File: src/rtl/wmu_pkg.sv
package wmu_pkg;
  localparam int unsigned REG_W   = 32;
  localparam int unsigned VADDR_W = 32;
  localparam int unsigned ASID_W  = 8;
  localparam int unsigned GRAN_W  = 3;   // doubleword granule
  localparam int unsigned MASK_LO = 3;
  localparam int unsigned MASK_HI = 11;
  localparam int unsigned MASK_W  = MASK_HI - MASK_LO + 1;
  localparam int unsigned CTL_MORE_BIT = 31;
  localparam int unsigned CTL_GLB_BIT  = 30;
  localparam int unsigned CTL_ASID_LO  = 16;

  typedef struct packed {
    logic                valid;
    logic                store;
    logic [VADDR_W-1:0]  vaddr;
    logic [ASID_W-1:0]   asid;
  } wmu_acc_t;
endpackage

File: src/rtl/wmu_pair.sv
module wmu_pair
  import wmu_pkg::*;
#(
  parameter bit IS_FETCH = 1'b1,
  parameter bit HAS_MORE = 1'b1
) (
  input  logic             clk,
  input  logic             rst,
  input  logic             wr_addr_reg,
  input  logic             wr_ctl_reg,
  input  logic [REG_W-1:0] wdata,
  input  wmu_acc_t         acc,
  output logic [REG_W-1:0] rd_addr_reg,
  output logic [REG_W-1:0] rd_ctl_reg,
  output logic             hit
);
  localparam logic [2:0] EN_KEEP = IS_FETCH ? 3'b100 : 3'b011;

  logic [VADDR_W-1:GRAN_W] wp_addr_q;
  logic [2:0]              en_q;
  logic                    glb_q;
  logic [ASID_W-1:0]       asid_q;
  logic [MASK_W-1:0]       mask_q;
  logic [2:0]              seen_q;

  logic [VADDR_W-1:0] care;
  logic               addr_eq;
  logic               asid_ok;
  logic [2:0]         kind;
  logic [2:0]         hits3;

  // Compare path
  always_comb begin
    care = '1;
    care[GRAN_W-1:0] = '0;
    care[MASK_HI:MASK_LO] = ~mask_q;
    addr_eq = ((acc.vaddr ^ {wp_addr_q, {GRAN_W{1'b0}}}) & care) == '0;
    asid_ok = glb_q || (acc.asid == asid_q);
    if (IS_FETCH) kind = {acc.valid, 2'b00};
    else          kind = {1'b0, acc.valid && !acc.store, acc.valid && acc.store};
    hits3 = kind & en_q & {3{addr_eq && asid_ok}};
  end

  assign hit = |hits3;

  // Register state
  always_ff @(posedge clk) begin
    if (rst) begin
      wp_addr_q <= '0;
      en_q      <= '0;
      glb_q     <= 1'b0;
      asid_q    <= '0;
      mask_q    <= '0;
      seen_q    <= '0;
    end else begin
      if (wr_addr_reg) begin
        wp_addr_q <= wdata[VADDR_W-1:GRAN_W];
        en_q      <= wdata[2:0] & EN_KEEP;
      end
      if (wr_ctl_reg) begin
        glb_q  <= wdata[CTL_GLB_BIT];
        asid_q <= wdata[CTL_ASID_LO +: ASID_W];
        mask_q <= wdata[MASK_HI:MASK_LO];
      end
      seen_q <= (seen_q & ~(wr_ctl_reg ? wdata[2:0] : 3'b000)) | hits3;
    end
  end

  assign rd_addr_reg = {wp_addr_q, en_q};
  assign rd_ctl_reg  = {HAS_MORE, glb_q, 6'b0, asid_q, 4'b0, mask_q, seen_q};

  // A match of a type always leaves that indicator set
  assert_sticky_set_R8: assert property (@(posedge clk) disable iff (rst)
    (|hits3) |=> ((seen_q & $past(hits3)) == $past(hits3)));

  // Without a control write, no indicator is lost
  assert_sticky_hold_R8: assert property (@(posedge clk) disable iff (rst)
    !wr_ctl_reg |=> ((seen_q & $past(seen_q)) == $past(seen_q)));
endmodule

File: src/rtl/wmu_excp.sv
module wmu_excp (
  input  logic clk,
  input  logic rst,
  input  logic any_hit,
  input  logic st_exl,
  input  logic st_erl,
  output logic req,
  output logic deferred
);
  logic in_exc;
  logic pend_q;

  assign in_exc = st_exl || st_erl;

  always_ff @(posedge clk) begin
    if (rst) begin
      req      <= 1'b0;
      deferred <= 1'b0;
      pend_q   <= 1'b0;
    end else begin
      req      <= 1'b0;
      deferred <= 1'b0;
      if (!in_exc) begin
        if (any_hit || pend_q) begin
          req      <= 1'b1;
          deferred <= pend_q;
        end
        pend_q <= 1'b0;
      end else if (any_hit) begin
        pend_q <= 1'b1;
      end
    end
  end

  assert_quiet_in_exc_R10: assert property (@(posedge clk) disable iff (rst)
    in_exc |=> !req);

  assert_hold_pending_R10: assert property (@(posedge clk) disable iff (rst)
    (any_hit && in_exc) |=> pend_q);

  assert_release_R10: assert property (@(posedge clk) disable iff (rst)
    (pend_q && !in_exc) |=> (req && deferred && !pend_q));

  assert_prompt_req_R9: assert property (@(posedge clk) disable iff (rst)
    (any_hit && !in_exc) |=> req);

  assert_deferred_only_with_req_R9: assert property (@(posedge clk) disable iff (rst)
    deferred |-> req);
endmodule

File: src/rtl/watch_match_unit.sv
module watch_match_unit
  import wmu_pkg::*;
#(
  parameter int unsigned NUM_PAIRS = 4,
  parameter int unsigned NUM_FETCH = 2,
  localparam int unsigned IDX_W = (NUM_PAIRS > 1) ? $clog2(NUM_PAIRS) : 1
) (
  input  logic               clk,
  input  logic               rst,
  input  logic               reg_wr,
  input  logic [IDX_W:0]     reg_addr,
  input  logic [REG_W-1:0]   reg_wdata,
  output logic [REG_W-1:0]   reg_rdata,
  input  logic               if_valid,
  input  logic [VADDR_W-1:0] if_vaddr,
  input  logic [ASID_W-1:0]  if_asid,
  input  logic               dm_valid,
  input  logic               dm_store,
  input  logic [VADDR_W-1:0] dm_vaddr,
  input  logic [ASID_W-1:0]  dm_asid,
  input  logic               st_exl,
  input  logic               st_erl,
  output logic               watch_req,
  output logic               watch_deferred
);
  wmu_acc_t fetch_acc;
  wmu_acc_t data_acc;
  logic [REG_W-1:0] rd_a [NUM_PAIRS];
  logic [REG_W-1:0] rd_c [NUM_PAIRS];
  logic [NUM_PAIRS-1:0] pair_hit;
  logic [IDX_W-1:0] sel_pair;

  assign fetch_acc = '{valid: if_valid, store: 1'b0, vaddr: if_vaddr, asid: if_asid};
  assign data_acc  = '{valid: dm_valid, store: dm_store, vaddr: dm_vaddr, asid: dm_asid};
  assign sel_pair  = reg_addr[IDX_W:1];

  for (genvar p = 0; p < NUM_PAIRS; p++) begin : g_pair
    logic sel_here;
    assign sel_here = reg_wr && (sel_pair == IDX_W'(p));
    wmu_pair #(
      .IS_FETCH(p < NUM_FETCH),
      .HAS_MORE(p < NUM_PAIRS - 1)
    ) i_pair (
      .clk         (clk),
      .rst         (rst),
      .wr_addr_reg (sel_here && !reg_addr[0]),
      .wr_ctl_reg  (sel_here && reg_addr[0]),
      .wdata       (reg_wdata),
      .acc         ((p < NUM_FETCH) ? fetch_acc : data_acc),
      .rd_addr_reg (rd_a[p]),
      .rd_ctl_reg  (rd_c[p]),
      .hit         (pair_hit[p])
    );
  end

  // Registered read port
  always_ff @(posedge clk) begin
    if (rst) reg_rdata <= '0;
    else     reg_rdata <= reg_addr[0] ? rd_c[sel_pair] : rd_a[sel_pair];
  end

  wmu_excp i_excp (
    .clk      (clk),
    .rst      (rst),
    .any_hit  (|pair_hit),
    .st_exl   (st_exl),
    .st_erl   (st_erl),
    .req      (watch_req),
    .deferred (watch_deferred)
  );

  // Data-side accesses never reach fetch pairs and vice versa
  assert_side_split_R11: assert property (@(posedge clk) disable iff (rst)
    !if_valid |-> (pair_hit[NUM_FETCH-1:0] == '0));
endmodule

File: config.mk
export PLATFORM = sky130hd
export DESIGN_NAME = watch_match_unit
export DESIGN_NICKNAME = d
export VERILOG_FILES = /design/src/rtl/wmu_pkg.sv /design/src/rtl/wmu_pair.sv /design/src/rtl/wmu_excp.sv /design/src/rtl/watch_match_unit.sv
export SDC_FILE = /design/constraint.sdc
export NUM_CORES = 1
export LEC_CHECK = 0
export ABC_CLOCK_PERIOD_IN_PS = 3000
export BUFFER_PORTS_ARGS = -buffer_cell sky130_fd_sc_hd__buf_2
export CAP_MARGIN = 15
export CORE_MARGIN = 3
export CORE_UTILIZATION = 45
export DETAILED_ROUTE_END_ITERATION = 8
export PLACE_DENSITY = 0.69
export SYNTH_ARGS = -nofsm -noshare
export SYNTH_HDL_FRONTEND = slang
export SYNTH_HIERARCHICAL = 1
export SYNTH_SLANG_ARGS = --single-unit
File: constraint.sdc
create_clock -name clk -period 3 [get_ports clk]
set_input_delay 0.45 -clock clk [delete_from_list [all_inputs] [get_ports clk]]
set_output_delay 0.45 -clock clk [all_outputs]
set_load 0.02 [all_outputs]
# [Yosys cells after proc, flatten, opt, wreduce, memory -nomap -nowiden]
# Cells that the tools add are included.
[word_totals] inputBits=123 word_cells=118 regBits=241 out_inout_bits=34
[classes] bitwise=35 eq_ne=7 n_lt_le_gt_ge=1 muxes=12 reduce_logical=35
[ops] op="$mux 32" n=5
[ops] op="$and 32x32->32" n=4
[ops] op="$bmux 32 s2" n=2
[ops] op="$logic_not 32->1" n=4
[ops] op="$xor 32x32->32" n=4
[ops] op="$not 9->9" n=4
[ops] op="$eq 8x8->1" n=4
[ops] op="$and 3x3->3" n=10
[ops] op="$logic_and 1x1->1" n=18
[ops] op="$mux 3" n=4
[ops] op="$not 3->3" n=4
[ops] op="$or 3x3->3" n=4
[ops] op="$reduce_or 12->1" n=1
[ops] op="$logic_or 1x1->1" n=6
[ops] op="$and 2x2->2" n=2
[ops] op="$eq 2x2->1 const B" n=2
[ops] op="$reduce_or 2->1" n=2
[ops] op="$ge 3x3->1 const B" n=1
[ops] op="$not 2->3" n=1
[ops] op="$reduce_or 3->1" n=1
[ops] op="$eq 2x1->1 const B" n=1
[ops] op="$logic_not 1->1" n=2
[ops] op="$logic_not 2->1" n=1
[ops] op="$not 1->1" n=2
[ops] op="$mux 1" n=1

# [Logic depth before layout (Yosys ltp)]
[logic_depth] ltp_word=9 depth_mapped=9 depth_no_buf=7

# [Modules after synthesis]
# The synthesis kept the hierarchy.
[modules_own_cells] module="wmu_pair (g_pair[0].i_pair ...)" n_inst=2 cells_each=252 area_per_inst_um2=2434.8
[modules_own_cells] module="watch_match_unit" n_inst=1 cells_each=271 area_per_inst_um2=2777.7
[modules_own_cells] module="wmu_pair (g_pair[2].i_pair)" n_inst=1 cells_each=257 area_per_inst_um2=2466.1
[modules_own_cells] module="wmu_pair (g_pair[3].i_pair)" n_inst=1 cells_each=256 area_per_inst_um2=2462.4
[modules_own_cells] module="wmu_excp" n_inst=1 cells_each=8 area_per_inst_um2=100.1

# [Worst setup path after synthesis]
# Ideal clock, no wire load.
[synth_path] path_type="input-to-reg" from="input reg_addr[2]" to="register g_pair[2].i_pair/wp_addr_q[22] in the netlist's numbering" required_ps=2872 slack_ps=744 arrival_time_ps=2129 cell_stages=9 setup_ps=128 path_buffers=5 path_cell_list="buf_2 > buf_2 > buf_2 > nand2_1 > nor3_1 > clkbuf_1 > clkbuf_1 > mux2i_1 > nor2_1"
[synth_via] elab_chain_len=3
[synth_rtl] item="start, declared" line="watch_match_unit.sv:11" text="input logic [IDX_W:0] reg_addr,"
[synth_rtl] item="$eq 2x2->1" line="watch_match_unit.sv:39" text="assign sel_here = reg_wr && (sel_pair == IDX_W'(p));"
[synth_rtl] item="$logic_and 1x1->1" line="watch_match_unit.sv:39"
[synth_rtl] item="$logic_and 1x1->1" line="watch_match_unit.sv:46" text=".wr_addr_reg (sel_here && !reg_addr[0]),"
[synth_rtl] item="end signal, assigned" line="wmu_pair.sv:57" text="wp_addr_q <= wdata[VADDR_W-1:GRAN_W];"
[synth_rtl] item="end, declared" line="wmu_pair.sv:19" text="logic [VADDR_W-1:GRAN_W] wp_addr_q;"
# No other way between the ends.
# A chain may end at the register's enable or synchronous reset.

# [Final worst setup path]
[layout_path] from="register g_pair[3].i_pair.asid_q[5]" to="register i_excp.pend_q"
[layout_via] elab_chain_len=5
[layout_rtl] item="start, declared" line="wmu_pair.sv:22" text="logic [ASID_W-1:0] asid_q;"
[layout_rtl] item="start signal, assigned" line="wmu_pair.sv:62" text="asid_q <= wdata[CTL_ASID_LO +: ASID_W];"
[layout_rtl] item="$eq 8x8->1" line="wmu_pair.sv:38" text="asid_ok = glb_q || (acc.asid == asid_q);"
[layout_rtl] item="$logic_or 1x1->1" line="wmu_pair.sv:38"
[layout_rtl] item="$logic_and 1x1->1" line="wmu_pair.sv:41" text="hits3 = kind & en_q & {3{addr_eq && asid_ok}};"
[layout_rtl] item="$and 3x3->3" line="wmu_pair.sv:41"
[layout_rtl] item="$reduce_or 12->1" line="watch_match_unit.sv:65" text=".any_hit (|pair_hit),"
[layout_rtl] item="end signal, assigned" line="wmu_excp.sv:19" text="pend_q <= 1'b0;"
[layout_rtl] item="end signal, assigned" line="wmu_excp.sv:28" text="pend_q <= 1'b0;"
[layout_rtl] item="end signal, assigned" line="wmu_excp.sv:30" text="pend_q <= 1'b1;"
[layout_rtl] item="end, declared" line="wmu_excp.sv:11" text="logic pend_q;"
# No other way between the ends.

==> impl_metrics.env <==
export IMPL_globalRouteOverflowTotal=0
export IMPL_cp_arrival_ns=2.65
export IMPL_hold_buffers=0
export IMPL_place_gp_congestion=0.9454
export IMPL_hold_depth=2
export IMPL_cp_common_cell="nor4_1"
export IMPL_postCtsSetupRepairBufs=0
export IMPL_dr_total_vias=10130
export IMPL_cts_sinks=241
export IMPL_placementRows=60
export IMPL_power_density_nw_per_um2=512.7
export IMPL_routed_via_density=5.626
export IMPL_grt_pass1_vias=9909
export IMPL_syn_inst=1295
export IMPL_first_pass_iters=6
export IMPL_coreArea_um2=27330
export IMPL_clockBufferDepth=3
export IMPL_finalInstanceArea_um2=14440
export IMPL_cts_resized=0
export IMPL_fin_tns_setup_ns=0
export IMPL_fp_dieH_um=173.8
export IMPL_fin_nets=1532
export IMPL_die_w_um=173.8
export IMPL_grt_pass1_wl_mm=58.66
export IMPL_seq_area_um2=4825
export IMPL_clock_fmax_mhz=447.9
export IMPL_critPathMaxFanout=3
export IMPL_grt_max_degree=121
export IMPL_antenna_found_initial=5
export IMPL_clock_skew_ns=0.01166
export IMPL_fin_crit_sh=0.7443
export IMPL_cp_end_kind="flop"
export IMPL_area_delta_synth_final_pct=13.98
export IMPL_multi_input_area_um2=7222
export IMPL_io_pins=157
export IMPL_htree_levels=1
export IMPL_crit_slowest_cell="or4_1"
export IMPL_timing_final_crit_period_ns=2.233
export IMPL_critPathKind="reg -> reg"
export IMPL_initialDrtViolationCount=1047
export IMPL_port_buffers=150
export IMPL_fillers=2544
export IMPL_peakVddDrop_mv=0.4438
export IMPL_setup_viol=0
export IMPL_cp_cell_sequence="xor2_1 -> nor4_1 -> a21oi_1 -> nor4_1 -> or4_1 -> o21bai_1 -> nor2_1"
export IMPL_final_antenna_net_count=0
export IMPL_outcome="complete, no violations"
export IMPL_reg2reg_depth=7
export IMPL_syn_area_per_cell_um2=9.785
export IMPL_syn_cell_area_um2=12670
export IMPL_cts_buffers=26
export IMPL_drt_wl_total_mm=38.41
export IMPL_route_detailed_drc=0
export IMPL_post_route_util=0.5286
export IMPL_startpoint_type="flop"
export IMPL_worst_ep_required_time_ns=3.42
export IMPL_grt_use_total=0.2456
export IMPL_final_common_cell="dfxtp_1"
export IMPL_insertion_delay_ns=0.54
export IMPL_die_area_um2=30210
export IMPL_timing_final_max_slew_violations=0
export IMPL_worst_slew_pin_slew_ns=0.9576
export IMPL_yosys_warnings=6
export IMPL_finalHoldViolations=0
export IMPL_place_area_um2=13610
export IMPL_routedWlPerCell_um=21.33
export IMPL_cts_root_buf="clkbuf_16"
export IMPL_layout_common_cells="dfxtp_1 (241), nor2_1 (200), mux2i_1 (194)"
export IMPL_leakage_nw=5.602
export IMPL_clkTransAtPathRegs_ns=0.06
export IMPL_cts_tree="built"
export IMPL_min_path_type="in -> reg"
export IMPL_rsz0062_at_grt="false"
export IMPL_relSlewSlack=0.3616
export IMPL_drive_gt1_frac=0.2087
export IMPL_whs_ns=0.1332
export IMPL_maxCapViolations=0
export IMPL_initial_utilization=0.4637
export IMPL_critical_path_max_stage_delay_ns=0.58
export IMPL_dp_hpwl_mm=27.86
-- critical path, delay by kind of cell, from the launching register on --
kind,cells,cell delay [ns]
AO/OA/AOI/OAI,2,0.66
AND/OR/NAND/NOR,4,0.87
XOR/XNOR,1,0.21
flip-flops,1,0.37
-- state kept, by name (all words and copies together) (netlist names), 4 cells and up --
register / cells
g_pair.i_pair/mask_q: 36
g_pair.i_pair/glb_q: 4
g_pair.i_pair/seen_q: 12
g_pair.i_pair/wp_addr_q: 116
g_pair.i_pair/asid_q: 32
g_pair.i_pair/en_q: 6
reg_rdata: 32
-- per-layer routing --
| layer | up-vias | wire length, µm | track usage |
|---|---|---|---|
| li1 | 4734 | - | - |
| met1 | 4920 | 17230 | 0.3415 |
| met2 | 399 | 17140 | 0.3888 |
| met3 | 71 | 2926 | 0.04687 |
| met4 | 8 | 1071 | 0.07239 |
| met5 | - | 37 | 0 |
-- cell type report --
cell class | count | share of cell area
well taps | 372 | 0.03222
flip-flops and latches | 241 | 0.3340
multi-input cells | 951 | 0.5000
clock inverters | 9 | 0.003292
diodes | 1 | 0.0001732
repair buffers | 177 | 0.07268
clock buffers | 38 | 0.05449
inverters | 12 | 0.003118
-- path summary, 6_finish.rpt --
check	start	end	slack, ns
min reg2reg	g_pair[1].i_pair/seen_q[1]	g_pair[1].i_pair/seen_q[1]	0.43
max reg2reg	g_pair[3].i_pair/asid_q[5]	i_excp/pend_q	0.77
max	g_pair[3].i_pair/asid_q[5]	i_excp/pend_q	0.77
min	st_exl	i_excp/req	0.13
-- power by group --
group | internal (mW) | switching, mW | total [mW]
Sequential | 3.28 | 0.0615 | 3.34
Clock | 1.81 | 1.32 | 3.13
Combinational | 0.358 | 0.570 | 0.928
Total | 5.45 | 1.95 | 7.41
-- stage by stage --
stage                     power, mW  worst slack, ns  std cells
after floorplan               3.991           0.7436       1338
after global placement        4.313           0.6065       1753
after detailed placement      4.325           0.6069       1753
after CTS                     7.433           0.8037       1800
after global routing          7.644           0.5921       1801
final                         7.406           0.7672       1801
No activity file was read; power rests on OpenSTA's default activity.
